File: src/rtl/tpw_pkg.sv
package tpw_pkg;

   typedef enum logic [1:0] {
      PW_WAIT   = 2'd0,
      PW_FOLLOW = 2'd1,
      PW_HOLD   = 2'd2,
      PW_WINDOW = 2'd3
   } pw_state_e;

endpackage

File: src/rtl/tpw_stamp.sv
module tpw_stamp #(
   parameter int TS_W = 12
) (
   input  logic            clk,
   input  logic            rst_n,
   output logic [TS_W-1:0] stamp_o
);

   logic [TS_W-1:0] cnt_q;

   always_ff @(posedge clk) begin
      if (!rst_n) cnt_q <= '0;
      else        cnt_q <= cnt_q + 1'b1;
   end

   assign stamp_o = cnt_q;

endmodule

File: src/rtl/tpw_mark_ptr.sv
module tpw_mark_ptr #(
   parameter int TS_W       = 12,
   parameter int MARK_SHIFT = 4
) (
   input  logic            clk,
   input  logic            rst_n,
   input  logic            adv_i,
   input  logic            latch_i,
   output logic [TS_W-1:0] ptr_o,
   output logic [TS_W-1:0] held_o
);

   localparam int HI_W = TS_W - MARK_SHIFT;

   logic [HI_W-1:0] ptr_q;
   logic [HI_W-1:0] held_q;

   always_ff @(posedge clk) begin
      if (!rst_n) begin
         ptr_q  <= '0;
         held_q <= '0;
      end else begin
         if (adv_i)   ptr_q  <= ptr_q + 1'b1;
         if (latch_i) held_q <= ptr_q;
      end
   end

   generate
      if (MARK_SHIFT > 0) begin : g_scaled
         assign ptr_o  = {ptr_q,  {MARK_SHIFT{1'b0}}};
         assign held_o = {held_q, {MARK_SHIFT{1'b0}}};
      end else begin : g_unscaled
         assign ptr_o  = ptr_q;
         assign held_o = held_q;
      end
   endgenerate

endmodule

File: src/rtl/tpw_seq.sv
module tpw_seq
   import tpw_pkg::*;
(
   input  logic      clk,
   input  logic      rst_n,
   input  logic      lag_over_i,
   input  logic      win_done_i,
   input  logic      trig_i,
   input  logic      tok_in_i,
   output pw_state_e st_o
);

   pw_state_e st_q, st_d;

   always_comb begin
      st_d = st_q;
      unique case (st_q)
         PW_WAIT:   if (lag_over_i) st_d = PW_FOLLOW;
         PW_FOLLOW: if (trig_i)     st_d = PW_HOLD;
         PW_HOLD:   if (tok_in_i)   st_d = PW_WINDOW;
         PW_WINDOW: if (win_done_i) st_d = PW_FOLLOW;
         default:                   st_d = PW_WAIT;
      endcase
   end

   always_ff @(posedge clk) begin
      if (!rst_n) st_q <= PW_WAIT;
      else        st_q <= st_d;
   end

   assign st_o = st_q;

endmodule

File: src/rtl/tpw_l1_pop_ctrl.sv
module tpw_l1_pop_ctrl
   import tpw_pkg::*;
#(
   parameter int DATA_W     = 16,
   parameter int TS_W       = 12,
   parameter int MARK_SHIFT = 4,
   parameter int LAT        = 1024,
   parameter int WIN        = 256,
   parameter int KEEP_MARK  = 0
) (
   input  logic              clk,
   input  logic              rst_n,
   input  logic              trig_i,
   input  logic              tok_in_i,
   input  logic              lvl_empty_i,
   input  logic [DATA_W-1:0] rd_word_i,
   output logic              pop_o,
   output logic              push_o,
   output logic [DATA_W-1:0] push_word_o,
   output logic              tok_out_o
);

   localparam logic [TS_W-1:0] LAT_V = LAT[TS_W-1:0];
   localparam logic [TS_W-1:0] WIN_V = WIN[TS_W-1:0];
   localparam int              HALF  = 2 ** (TS_W - 1);

   generate
      if (DATA_W < 2) begin : g_bad_dw
         $error("DATA_W must be at least 2");
      end
      if (MARK_SHIFT < 0 || MARK_SHIFT >= TS_W) begin : g_bad_ms
         $error("MARK_SHIFT must lie in 0..TS_W-1");
      end
      if (LAT <= 0 || LAT >= HALF) begin : g_bad_lat
         $error("LAT must be positive and below half the stamp range");
      end
      if (WIN <= 0 || WIN >= HALF || (WIN % (2 ** MARK_SHIFT)) != 0) begin : g_bad_win
         $error("WIN must be a positive multiple of the marker period below half the stamp range");
      end
   endgenerate

   pw_state_e       st_q;
   logic [TS_W-1:0] stamp;
   logic [TS_W-1:0] ptr;
   logic [TS_W-1:0] held;
   logic [TS_W-1:0] lag;
   logic [TS_W-1:0] elapsed;
   logic            lag_over;
   logic            win_done;
   logic            is_mark;
   logic            take_trig;
   logic            pop_follow;
   logic            pop_window;

   tpw_stamp #(.TS_W(TS_W)) u_stamp (
      .clk     (clk),
      .rst_n   (rst_n),
      .stamp_o (stamp)
   );

   tpw_mark_ptr #(.TS_W(TS_W), .MARK_SHIFT(MARK_SHIFT)) u_ptr (
      .clk     (clk),
      .rst_n   (rst_n),
      .adv_i   (pop_o & is_mark),
      .latch_i (take_trig),
      .ptr_o   (ptr),
      .held_o  (held)
   );

   tpw_seq u_seq (
      .clk        (clk),
      .rst_n      (rst_n),
      .lag_over_i (lag_over),
      .win_done_i (win_done),
      .trig_i     (trig_i),
      .tok_in_i   (tok_in_i),
      .st_o       (st_q)
   );

   // modulo-2^TS_W differences
   assign lag      = stamp - ptr;
   assign elapsed  = ptr - held;
   assign lag_over = lag > LAT_V;
   assign win_done = elapsed >= WIN_V;
   assign is_mark  = rd_word_i[DATA_W-1];

   assign take_trig  = (st_q == PW_FOLLOW) && trig_i;
   assign pop_follow = (st_q == PW_FOLLOW) && lag_over && !trig_i;
   assign pop_window = (st_q == PW_WINDOW) && !win_done;

   assign pop_o       = !lvl_empty_i && (pop_follow || pop_window);
   assign tok_out_o   = (st_q == PW_WINDOW) && win_done;
   assign push_word_o = rd_word_i;

   generate
      if (KEEP_MARK != 0) begin : g_keep_mark
         assign push_o = pop_o && pop_window;
      end else begin : g_hits_only
         assign push_o = pop_o && pop_window && !is_mark;
      end
   endgenerate

endmodule

File: config.mk
export PLATFORM = sky130hd
export DESIGN_NAME = tpw_l1_pop_ctrl
export DESIGN_NICKNAME = d
export VERILOG_FILES = /design/src/rtl/tpw_pkg.sv /design/src/rtl/tpw_stamp.sv /design/src/rtl/tpw_mark_ptr.sv /design/src/rtl/tpw_seq.sv /design/src/rtl/tpw_l1_pop_ctrl.sv
export SDC_FILE = /design/constraint.sdc
export NUM_CORES = 1
export LEC_CHECK = 0
export BUFFER_PORTS_ARGS = -buffer_cell sky130_fd_sc_hd__buf_4
export CELL_PAD_IN_SITES_DETAIL_PLACEMENT = 0
export CELL_PAD_IN_SITES_GLOBAL_PLACEMENT = 2
export CORE_ASPECT_RATIO = 0.7
export CORE_MARGIN = 2
export CORE_UTILIZATION = 32
export DETAILED_ROUTE_END_ITERATION = 12
export PLACE_DENSITY = 0.83
export RECOVER_POWER = 50
export SYNTH_ARGS = -nofsm -noshare
export SYNTH_HDL_FRONTEND = slang
export SYNTH_SLANG_ARGS = --single-unit
File: constraint.sdc
create_clock -name clk -period 3.95 [get_ports clk]
set_input_delay 1.185 -clock clk [delete_from_list [all_inputs] [get_ports clk]]
set_output_delay 1.185 -clock clk [all_outputs]
set_load 0.005 [all_outputs]
==> impl_metrics.prom, run 1 <==
# TYPE chip_impl_metric gauge
chip_impl_info{name="outcome",value="complete, no violations"} 1
chip_impl_info{name="yosysTopAreaCell",value="dfxtp_1"} 1
chip_impl_info{name="hold_start",value="u_ptr.held_q[6]"} 1
chip_impl_metric{name="grt-ovfl-total",unit=""} 0
chip_impl_metric{name="layout.cell_area.non_filler",unit="mm²"} 0.00236
chip_impl_metric{name="floorplan.die_area",unit="mm²"} 0.00758
chip_impl_metric{name="core_area",unit="mm²"} 0.00673
chip_impl_info{name="mostFrequentLayoutCells",value="dfxtp_1 (29), nand2_1 (27), inv_1 (25)"} 1
chip_impl_metric{name="clk_pin_slew_worst_setup_hold_paths",unit="ns"} 0.06
chip_impl_info{name="reg2reg_from",value="u_ptr.ptr_q[0]"} 1
chip_impl_metric{name="nNetsFinal",unit=""} 315
chip_impl_metric{name="filler_cell_count",unit=""} 714
chip_impl_metric{name="power.share.clock",unit="%"} 37.3
chip_impl_metric{name="intPower",unit="mW"} 0.489
chip_impl_metric{name="syn_area",unit="mm²"} 0.00221
chip_impl_info{name="timing_startpoint_of_the_critical_path",value="u_ptr.ptr_q[0]"} 1
chip_impl_metric{name="total_wirelength_of_the_detailed_routed_design",unit="mm"} 5.10
chip_impl_metric{name="switching_share",unit="%"} 29.4
chip_impl_metric{name="ys_ff_latch",unit=""} 30
chip_impl_metric{name="vias_in_the_first_global_route",unit=""} 1606
chip_impl_metric{name="cts_setup_buffers",unit=""} 0
chip_impl_metric{name="routedWlPerCell",unit="µm"} 13.9
chip_impl_metric{name="drv.max_cap_violation_count",unit=""} 0
chip_impl_metric{name="drt_first_pass_iters",unit=""} 4
chip_impl_metric{name="power-per-cell-area",unit="mW/mm²"} 293
chip_impl_metric{name="share_comb_of_total_power",unit="%"} 16.5
chip_impl_metric{name="place_ws",unit="ns"} 0.307
chip_impl_metric{name="netlist.area_leader.share",unit="%"} 27.2
chip_impl_info{name="timing.setup.critical_path_class",value="reg -> out"} 1
chip_impl_metric{name="worst_setup_skew_after_layout",unit="ns"} 0.00331
chip_impl_metric{name="finalHoldViolations",unit=""} 0
chip_impl_metric{name="cts_num_sinks",unit=""} 30
chip_impl_metric{name="vias_per_cell",unit=""} 4.92
chip_impl_metric{name="timing.final.crit_period",unit="ns"} 3.74
chip_impl_metric{name="clock_tree.buffer_depth",unit=""} 2
chip_impl_metric{name="worst_slew_margin_rel",unit="%"} 45.3
chip_impl_metric{name="drtIter0Drc",unit=""} 130
chip_impl_metric{name="start_util",unit="%"} 32.8
chip_impl_info{name="clock_tree.root_cell",value="clkbuf_8"} 1
chip_impl_metric{name="synth.yosys.seq_area_share",unit="%"} 27.2
chip_impl_metric{name="cellLeakagePower",unit="nW"} 0.937
chip_impl_metric{name="via_count",unit=""} 1805
chip_impl_metric{name="gp_congestion",unit=""} 0.816
chip_impl_metric{name="syn_nets",unit=""} 319
chip_impl_metric{name="hold_buffers",unit=""} 0
chip_impl_metric{name="synth.distinct_cells",unit=""} 45
chip_impl_metric{name="clock_latency",unit="ns"} 0.28
chip_impl_metric{name="netSwitchingPower",unit="mW"} 0.203
chip_impl_metric{name="timing.critical_path.fanout_max",unit=""} 7
chip_impl_info{name="end_kind",value="output pin"} 1
chip_impl_info{name="postSynth.topFlopCell",value="dfxtp_1"} 1
chip_impl_metric{name="area_growth",unit="%"} 7.15
chip_impl_metric{name="synth_edf_count",unit=""} 0
chip_impl_metric{name="gr-usage-all-layers",unit="%"} 14.6
chip_impl_metric{name="timing_max_transition_violations_final",unit=""} 0
chip_impl_metric{name="layout_worst_path_cycle_share",unit="%"} 94.7
chip_impl_metric{name="finalPower",unit="mW"} 0.692
chip_impl_metric{name="max_freq",unit="MHz"} 267
chip_impl_info{name="min-delay-path-class",value="reg -> reg"} 1
chip_impl_metric{name="fp-row-count",unit=""} 25
chip_impl_metric{name="grt_start_max_net_pins",unit=""} 23
chip_impl_metric{name="final.setup.worst_slack",unit="ns"} 0.208
chip_impl_metric{name="grt_pass1_wl",unit="mm"} 8.29
chip_impl_metric{name="cp_data_arrival_time",unit="ns"} 2.56
chip_impl_info{name="cts_tree",value="done"} 1
chip_impl_metric{name="share_seq_of_total_power",unit="%"} 46.2
chip_impl_metric{name="cts_max_level",unit=""} 2
chip_impl_metric{name="io-pin-count",unit=""} 40
chip_impl_metric{name="count_of_unresolved_drc_violations_after_routing",unit=""} 0
chip_impl_metric{name="die_h",unit="µm"} 73.5
chip_impl_metric{name="tritoncts.num_buffers",unit=""} 5
chip_impl_metric{name="synth-warning-count",unit=""} 0
chip_impl_metric{name="detailed_place_hpwl",unit="mm"} 3.85
chip_impl_metric{name="irDropWorstVdd",unit="mV"} 0.155
chip_impl_metric{name="synthesis.area_per_instance",unit="µm²"} 7.99
chip_impl_metric{name="setup-violations-final",unit=""} 0
chip_impl_metric{name="postSynth.asyncResetShare",unit="%"} 0
chip_impl_metric{name="layout-drive-gt1-share",unit="%"} 9.52
chip_impl_metric{name="insertedDiodeCount",unit=""} 0
chip_impl_metric{name="final_core_utilization",unit="%"} 35.1
chip_impl_info{name="final_common_cell",value="dfxtp_1"} 1
chip_impl_info{name="critical_path.startpoint_type",value="flip-flop"} 1
chip_impl_metric{name="placement.cell_area",unit="mm²"} 0.00226
chip_impl_metric{name="detail-route-antenna-nets",unit=""} 0
chip_impl_metric{name="synthesized_netlist_cell_count",unit=""} 276
chip_impl_metric{name="critPathRequiredTime",unit="ns"} 2.76
chip_impl_metric{name="tightest_slew",unit="ns"} 0.820
chip_impl_metric{name="antenna_found_initial",unit=""} 0
chip_impl_metric{name="port_buffers",unit=""} 9
chip_impl_metric{name="sequential_cell_area",unit="µm²"} 602
chip_impl_info{name="ys_top_cells_by_area",value="dfxtp_1 (27%), ha_1 (12%), buf_4 (5.4%)"} 1
chip_impl_metric{name="multi_input_area",unit="mm²"} 0.00138
chip_impl_metric{name="die_x_extent",unit="µm"} 103
## power groups by stage
stage / clock network, mW / registers, mW / logic, mW
after global placement: 0 / 0.326 / 0.112
after CTS: 0.268 / 0.319 / 0.113
after global routing: 0.281 / 0.321 / 0.129
final: 0.258 / 0.320 / 0.114
after detailed placement: 0 / 0.326 / 0.112
after floorplan: 0 / 0.324 / 0.0905
## state kept, by name, indices dropped and copies added (netlist names)
register / cells
u_stamp.stamp_o: 12
u_ptr.held_q: 8
u_ptr.ptr_q: 8
u_seq.st_o: 2
## per-layer routing
metal	wire length (µm)	vias up	part of all wire (%)	global-route usage, %
li1	-	938	-	-
met1	2890	808	57	25.0
met2	1780	50	35	16.5
met3	387	9	7.6	3.43
met4	51	0	1.0	4.53
met5	0	-	0	0
## cell usage after synthesis, drive strengths merged (6+ instances only)
cell type and instances:
a211oi 7, xor2 9, nand2 27, nand3 17, ha 21, a21oi 18, dfxtp 30, buf 17
nor3 7, nor2 21, o211ai 8, mux2i 6, inv 25
## kinds of logic (layout without fill, tap and decap cells)
kind of cell | count (synthesis) | in the layout | synth area share [%]
adders and majority gates | 22 | 22 | 12.8
and+or+nand+nor | 98 | 98 | 21.6
buffers and inverters | 47 | 44 | 11.1
DFF | 30 | 30 | 27.2
xor gates and xnor gates | 14 | 14 | 5.90
AOI/OAI and AO/OA | 59 | 59 | 18.7
muxes | 6 | 6 | 2.72
## through the flow
| step | cells | TNS, ns | hold slack [ns] |
|---|---|---|---|
| 6_report | 367 | 0 | 0.454 |
| 2_1_floorplan | 276 | 0 | 0.426 |
| 3_5_place_dp | 359 | 0 | 0.448 |
| 4_1_cts | 367 | 0 | 0.457 |
| 3_3_place_gp | 359 | 0 | 0.439 |
| 5_1_grt | 367 | -0.0101 | 0.485 |
## critical path: stages, from the launching register on
cell	delay [ns]
dfxtp_2	0.40
ha_1	0.18
inv_1	0.05
fa_1	0.41
a211oi_2	0.25
o21bai_1	0.11
a21oi_1	0.23
xnor2_2	0.18
o221ai_2	0.14
a21oi_1	0.18
buf_4	0.13
## repair_timing
item                                    4_1_cts  5_1_grt
gates resized for setup                       1        3
endpoints found under the setup margin        1        1
hold endpoints to repair                      0        0
pin swaps                                     0        0
## cell type report
cell class                      count  share of cell area, %
Inverter                           25                   3.97
Clock buffer                        7                   3.65
Sequential cell                    30                   25.5
Multi-Input combinational cell    199                   58.4
Timing Repair Buffer               11                   3.34
Clock inverter                      1                  0.212
Tap cell                           94                   4.98
## path summary, 6_finish.rpt
| kind | endpoint | slack [ns] | cells past startpoint |
|---|---|---|---|
| min | u_ptr.held_q[6] | 0.45 | 2 |
| min reg2reg | u_ptr.held_q[6] | 0.45 | 2 |
| max reg2reg | u_ptr.ptr_q[7] | 1.09 | 11 |
| max | pop_o | 0.21 | 10 |
(Power assumes the default switching activity.)
==> run 2: changes to the inputs <==
RECOVER_POWER = default   (was 50)
SETUP_SLACK_MARGIN = 0.15   (was default)
==> run 2 against run 1 <==
Net effect: core utilization grew 0.63 points; count of clock-buffer cells in the layout is the same; non-clock buffer count grew 1; via count grew 1.2%; power is essentially flat; combinational power is essentially flat; register-to-register slack gained 0.07 ns; routed wire length grew 1.3%; critical path depth shrank 1; sequential share of layout area shrank 0.29 points; cell count grew 0.27%; design area grew 1.8%; largest power group unchanged.
==> impl_metrics.prom, run 2 (synthesized netlist as in run 1, its figures left out) <==
# TYPE chip_impl_metric gauge
chip_impl_info{name="critical_path.startpoint_type",value="flip-flop"} 1
chip_impl_metric{name="cts_max_level",unit=""} 2
chip_impl_info{name="min-delay-path-class",value="reg -> reg"} 1
chip_impl_metric{name="gp_congestion",unit=""} 0.816
chip_impl_metric{name="largest_register_ff_count",unit=""} 12
chip_impl_metric{name="cellLeakagePower",unit="nW"} 0.952
chip_impl_metric{name="worst_setup_skew_after_layout",unit="ns"} 0.00338
chip_impl_metric{name="insertedDiodeCount",unit=""} 0
chip_impl_metric{name="worst_slew_margin_rel",unit="%"} 43.3
chip_impl_metric{name="die_x_extent",unit="µm"} 103
chip_impl_metric{name="tritoncts.num_buffers",unit=""} 5
chip_impl_metric{name="multi_input_area",unit="mm²"} 0.00141
chip_impl_metric{name="tightest_slew",unit="ns"} 0.850
chip_impl_metric{name="finalHoldWorstSlack",unit="ns"} 0.454
chip_impl_metric{name="irDropWorstVdd",unit="mV"} 0.155
chip_impl_metric{name="detail-route-antenna-nets",unit=""} 0
chip_impl_metric{name="start_util",unit="%"} 32.8
chip_impl_metric{name="grt_start_max_net_pins",unit=""} 23
chip_impl_metric{name="grt-ovfl-total",unit=""} 0
chip_impl_metric{name="cts_num_sinks",unit=""} 30
chip_impl_metric{name="sequential_cell_area",unit="µm²"} 606
chip_impl_metric{name="gr-usage-all-layers",unit="%"} 14.6
chip_impl_metric{name="floorplan.die_area",unit="mm²"} 0.00758
chip_impl_metric{name="timing.critical_path.fanout_max",unit=""} 5
chip_impl_info{name="mostFrequentLayoutCells",value="dfxtp_1 (28), nand2_1 (26), inv_1 (25)"} 1
chip_impl_metric{name="critPathRequiredTime",unit="ns"} 2.76
chip_impl_metric{name="core_area",unit="mm²"} 0.00673
chip_impl_info{name="clock_tree.root_cell",value="clkbuf_8"} 1
chip_impl_metric{name="die_h",unit="µm"} 73.5
chip_impl_metric{name="timing.final.crit_period",unit="ns"} 3.66
chip_impl_metric{name="detailed_place_hpwl",unit="mm"} 3.85
chip_impl_metric{name="clk_pin_slew_worst_setup_hold_paths",unit="ns"} 0.06
chip_impl_metric{name="filler_cell_count",unit=""} 706
chip_impl_metric{name="routedLengthMet1",unit="mm"} 2.92
chip_impl_metric{name="setup-tns-final",unit="ns"} 0
chip_impl_metric{name="layout-drive-gt1-share",unit="%"} 12.8
chip_impl_metric{name="routedWlPerCell",unit="µm"} 14.0
chip_impl_metric{name="clock_latency",unit="ns"} 0.28
chip_impl_info{name="rsz0062_at_grt",value="true"} 1
chip_impl_metric{name="clock_tree.buffer_depth",unit=""} 2
chip_impl_metric{name="finalHoldViolations",unit=""} 0
chip_impl_metric{name="regToRegSetupSlack",unit="ns"} 1.16
chip_impl_info{name="timing.setup.critical_path_class",value="reg -> out"} 1
chip_impl_metric{name="met2WireLength",unit="mm"} 1.87
chip_impl_metric{name="area_growth",unit="%"} 9.08
chip_impl_metric{name="vias_per_cell",unit=""} 4.96
chip_impl_metric{name="drt_first_pass_iters",unit=""} 4
chip_impl_metric{name="nNetsFinal",unit=""} 316
chip_impl_metric{name="routed-wl-met3",unit="µm"} 347
chip_impl_metric{name="max_freq",unit="MHz"} 273
chip_impl_info{name="final_common_cell",value="dfxtp_1"} 1
chip_impl_metric{name="hold_buffers",unit=""} 0
chip_impl_metric{name="cp_data_arrival_time",unit="ns"} 2.48
chip_impl_metric{name="antenna_found_initial",unit=""} 0
chip_impl_metric{name="grt_pass1_wl",unit="mm"} 8.34
chip_impl_info{name="highest_layer",value="met4"} 1
chip_impl_metric{name="vias_in_the_first_global_route",unit=""} 1614
chip_impl_metric{name="setup-violations-final",unit=""} 0
chip_impl_metric{name="timing_max_transition_violations_final",unit=""} 0
chip_impl_metric{name="fp-row-count",unit=""} 25
chip_impl_info{name="end_kind",value="output pin"} 1
chip_impl_info{name="outcome",value="complete, no violations"} 1
chip_impl_metric{name="io-pin-count",unit=""} 40
chip_impl_metric{name="count_of_unresolved_drc_violations_after_routing",unit=""} 0
chip_impl_metric{name="power-per-cell-area",unit="mW/mm²"} 288
chip_impl_metric{name="total_wirelength_of_the_detailed_routed_design",unit="mm"} 5.17
chip_impl_metric{name="drv.max_cap_violation_count",unit=""} 0
chip_impl_metric{name="port_buffers",unit=""} 9
chip_impl_info{name="cts_tree",value="done"} 1
chip_impl_metric{name="layout_worst_path_cycle_share",unit="%"} 92.7
chip_impl_metric{name="via_count",unit=""} 1827
chip_impl_metric{name="drtIter0Drc",unit=""} 98
[run 2: critical path, cell delays in order, from the launching register on]
cell and delay, ns:
dfxtp_1 0.41, inv_1 0.12, ha_1 0.35, nor2_1 0.10, a211oi_4 0.31, a31oi_1 0.16
o211ai_1 0.30, o221ai_2 0.17, a21oi_2 0.16, buf_4 0.12
[run 2: area by class of cell]
cell class / count / area share [%]
Sequential cell: 30 / 25.2
Clock buffer: 7 / 3.59
Inverter: 25 / 3.90
Timing Repair Buffer: 12 / 3.74
Multi-Input combinational cell: 199 / 58.5
Clock inverter: 1 / 0.208
Tap cell: 94 / 4.89
[run 2: through the flow]
| stage | total power, mW | cells | worst slack [ns] | instance area (µm²) | util [%] |
|---|---|---|---|---|---|
| floorplan | 0.415 | 276 | 0.628 | 2210 | - |
| global placement | 0.438 | 359 | 0.349 | 2260 | 33.5 |
| detailed placement | 0.438 | 359 | 0.307 | 2260 | 33.5 |
| CTS | 0.700 | 367 | 0.185 | 2360 | 35.2 |
| global route | 0.731 | 368 | 0.0911 | 2410 | 35.8 |
| finish | 0.693 | 368 | 0.288 | 2410 | 35.8 |
[run 2: timing repair]
item,4_1_cts,5_1_grt
pin swaps,0,3
setup buffers,0,1
gates resized for setup,4,10
cloned,0,0
endpoints found under the setup margin,1,2
hold endpoints to repair,0,0
[run 2: final timing paths]
check                                startpoint              end  cells past startpoint
worst max-delay path             u_ptr.ptr_q[2]            pop_o                      9
worst min-delay path            u_ptr.held_q[6]  u_ptr.held_q[6]                      2
worst max register to register   u_ptr.ptr_q[2]   u_ptr.ptr_q[7]                     10
worst min register to register  u_ptr.held_q[6]  u_ptr.held_q[6]                      2
[run 2: power breakdown]
group	internal, mW	switching [mW]	total (mW)
sequential	0.311	0.00814	0.319
clock	0.140	0.118	0.258
combinational	0.0379	0.0777	0.116
[run 2: per-layer routing]
metal  GRT usage (%)  vias to the layer above
li1                -                      940
met1            24.9                      827
met2            16.8                       53
met3            3.43                        7
met4            4.53                        0
met5               0                        -
==> run 3: changes to the inputs <==
CTS_BUF_LIST = sky130_fd_sc_hd__clkbuf_8 sky130_fd_sc_hd__clkbuf_16   (was default)
CTS_CLUSTER_SIZE = 12   (was default)
==> run 3 against run 2 <==
Net effect: critical path depth is the same; register-to-register slack is essentially flat; non-clock buffer count is the same; fmax is essentially flat; count of clock-buffer cells in the layout shrank 1; hold slack is essentially flat; clock skew is essentially flat.
==> impl_metrics.prom, run 3 (synthesized netlist as in run 1, its figures left out) <==
# TYPE chip_impl_metric gauge
chip_impl_metric{name="finalHoldWorstSlack",unit="ns"} 0.454
chip_impl_metric{name="largest_register_ff_count",unit=""} 12
chip_impl_metric{name="count_of_unresolved_drc_violations_after_routing",unit=""} 0
chip_impl_metric{name="vias_in_the_first_global_route",unit=""} 1614
chip_impl_info{name="min-delay-path-class",value="reg -> reg"} 1
chip_impl_metric{name="timing_max_transition_violations_final",unit=""} 0
chip_impl_info{name="gr-max-usage-layer",value="met1"} 1
chip_impl_metric{name="switching_share",unit="%"} 29.5
chip_impl_metric{name="cts_max_level",unit=""} 2
chip_impl_info{name="final_common_cell",value="dfxtp_1"} 1
chip_impl_metric{name="nNetsFinal",unit=""} 316
chip_impl_metric{name="multi_input_area",unit="mm²"} 0.00141
chip_impl_metric{name="vias_per_cell",unit=""} 4.95
chip_impl_metric{name="placement.cell_area",unit="mm²"} 0.00226
chip_impl_metric{name="power-per-cell-area",unit="mW/mm²"} 287
chip_impl_metric{name="total_wirelength_of_the_detailed_routed_design",unit="mm"} 5.17
chip_impl_metric{name="worst_setup_skew_after_layout",unit="ns"} 0.00297
chip_impl_metric{name="layout_worst_path_cycle_share",unit="%"} 92.7
chip_impl_metric{name="layout.cell_area.non_filler",unit="mm²"} 0.00241
chip_impl_metric{name="share_seq_of_total_power",unit="%"} 46.2
chip_impl_metric{name="cp_data_arrival_time",unit="ns"} 2.48
chip_impl_metric{name="grt_pass1_wl",unit="mm"} 8.34
chip_impl_metric{name="detail-route-antenna-nets",unit=""} 0
chip_impl_metric{name="worst-r2r-cell-count",unit=""} 10
chip_impl_metric{name="start_util",unit="%"} 32.8
chip_impl_metric{name="use_met3",unit="%"} 3.43
chip_impl_metric{name="clock_tree.buffer_depth",unit=""} 2
chip_impl_metric{name="tightest_slew",unit="ns"} 0.849
chip_impl_metric{name="setup-violations-final",unit=""} 0
chip_impl_metric{name="fp-row-count",unit=""} 25
chip_impl_metric{name="routedWlPerCell",unit="µm"} 14.0
chip_impl_info{name="hold_start",value="u_ptr.held_q[6]"} 1
chip_impl_metric{name="timing.final.crit_period",unit="ns"} 3.66
chip_impl_metric{name="via_count",unit=""} 1820
chip_impl_metric{name="drtIter0Drc",unit=""} 94
chip_impl_metric{name="clock_latency",unit="ns"} 0.28
chip_impl_info{name="rsz0062_at_grt",value="true"} 1
chip_impl_metric{name="drt_first_pass_iters",unit=""} 4
chip_impl_metric{name="netSwitchingPower",unit="mW"} 0.204
chip_impl_info{name="end_kind",value="output pin"} 1
chip_impl_metric{name="port_buffers",unit=""} 9
chip_impl_metric{name="drv.max_cap_violation_count",unit=""} 0
chip_impl_info{name="cts_tree",value="done"} 1
chip_impl_metric{name="max_freq",unit="MHz"} 273
chip_impl_metric{name="power.share.clock",unit="%"} 37.1
chip_impl_metric{name="cts_num_sinks",unit=""} 30
chip_impl_metric{name="irDropWorstVdd",unit="mV"} 0.155
chip_impl_info{name="min_delay_worst_endpoint",value="u_ptr.held_q[6]"} 1
chip_impl_metric{name="min_path_cells",unit=""} 2
chip_impl_info{name="reg2reg_from",value="u_ptr.ptr_q[2]"} 1
chip_impl_metric{name="grt.met1_usage",unit="%"} 24.9
chip_impl_metric{name="insertedDiodeCount",unit=""} 0
chip_impl_metric{name="finalHoldViolations",unit=""} 0
chip_impl_metric{name="grt_start_max_net_pins",unit=""} 23
chip_impl_metric{name="share_comb_of_total_power",unit="%"} 16.7
chip_impl_info{name="outcome",value="complete, no violations"} 1
chip_impl_info{name="clock_tree.root_cell",value="clkbuf_8"} 1
chip_impl_metric{name="intPower",unit="mW"} 0.486
chip_impl_info{name="critical_path.startpoint_type",value="flip-flop"} 1
chip_impl_metric{name="tritoncts.num_buffers",unit=""} 5
chip_impl_metric{name="timing.critical_path.fanout_max",unit=""} 5
chip_impl_metric{name="finalPower",unit="mW"} 0.690
chip_impl_metric{name="worst_slew_margin_rel",unit="%"} 43.3
chip_impl_info{name="timing.rr.end",value="u_ptr.ptr_q[7]"} 1
chip_impl_info{name="timing.setup.critical_path_class",value="reg -> out"} 1
chip_impl_metric{name="die_x_extent",unit="µm"} 103
chip_impl_metric{name="clk_pin_slew_worst_setup_hold_paths",unit="ns"} 0.06
chip_impl_metric{name="filler_cell_count",unit=""} 706
chip_impl_metric{name="critPathRequiredTime",unit="ns"} 2.76
chip_impl_metric{name="regToRegSetupSlack",unit="ns"} 1.15
chip_impl_metric{name="grt-ovfl-total",unit=""} 0
chip_impl_metric{name="detailed_place_hpwl",unit="mm"} 3.85
chip_impl_metric{name="cellLeakagePower",unit="nW"} 0.956
chip_impl_metric{name="gr-usage-all-layers",unit="%"} 14.6
chip_impl_metric{name="die_h",unit="µm"} 73.5
chip_impl_metric{name="area_growth",unit="%"} 9.08
chip_impl_metric{name="sequential_cell_area",unit="µm²"} 606
chip_impl_metric{name="setup-tns-final",unit="ns"} 0
chip_impl_info{name="timing_startpoint_of_the_critical_path",value="u_ptr.ptr_q[2]"} 1
chip_impl_metric{name="floorplan.die_area",unit="mm²"} 0.00758
chip_impl_metric{name="antenna_found_initial",unit=""} 0
chip_impl_metric{name="layout-drive-gt1-share",unit="%"} 12.8
chip_impl_metric{name="final_core_utilization",unit="%"} 35.8
chip_impl_metric{name="gp_congestion",unit=""} 0.816
chip_impl_metric{name="global_route.usage.met2",unit="%"} 16.8
chip_impl_metric{name="io-pin-count",unit=""} 40
chip_impl_metric{name="hold_buffers",unit=""} 0
chip_impl_info{name="mostFrequentLayoutCells",value="dfxtp_1 (28), inv_1 (26), nand2_1 (26)"} 1
chip_impl_metric{name="core_area",unit="mm²"} 0.00673
[run 3: stage by stage]
| step | instances | worst slack [ns] |
|---|---|---|
| floorplan | 276 | 0.628 |
| global placement | 359 | 0.349 |
| detailed placement | 359 | 0.307 |
| CTS | 367 | 0.185 |
| global route | 368 | 0.0911 |
| finish | 368 | 0.287 |
[run 3: worst max-delay path by stage]
stage | to | slack (ns) | cells past startpoint
2_1_floorplan | pop_o | 0.63 | 9
3_3_place_gp | pop_o | 0.35 | 10
3_5_place_dp | pop_o | 0.31 | 10
4_1_cts | pop_o | 0.19 | 11
5_1_grt | pop_o | 0.09 | 9
6_report | pop_o | 0.29 | 9
[run 3: worst max-delay path: stages, from the launching register on]
cell and delay, ns:
dfxtp_1 0.41, inv_1 0.12, ha_1 0.35, nor2_1 0.10
a211oi_4 0.31, a31oi_1 0.16, o211ai_1 0.30, o221ai_2 0.17
a21oi_2 0.16, buf_4 0.12
[run 3: cell type report]
class                      instances  share of cell area, %
timing repair buffer              12                   3.74
inverter                          25                   3.90
multi-input combinational        199                   58.5
tap                               94                   4.89
sequential                        30                   25.2
clock inverter                     2                  0.364
clock buffer                       6                   3.43
[run 3: timing repair]
item	4_1_cts	5_1_grt
setup endpoints to repair	1	2
cloned	0	0
pin swaps	0	3
setup buffers	0	1
gates resized for setup	4	10
[run 3: power by group through the flow]
| stage | Clock (mW) | Combinational, mW | Sequential (mW) |
|---|---|---|---|
| 3_3_place_gp | 0 | 0.112 | 0.326 |
| 2_1_floorplan | 0 | 0.0905 | 0.324 |
| 4_1_cts | 0.265 | 0.113 | 0.319 |
| 3_5_place_dp | 0 | 0.112 | 0.326 |
| 6_report | 0.256 | 0.116 | 0.319 |
| 5_1_grt | 0.279 | 0.130 | 0.320 |
[run 3: per-layer routing]
metal  vias to the layer above  share of wire [%]
li1                        941                  -
met1                       821                 57
met2                        51                 36
met3                         7                6.6
met4                         0               0.62
met5                         -                  0
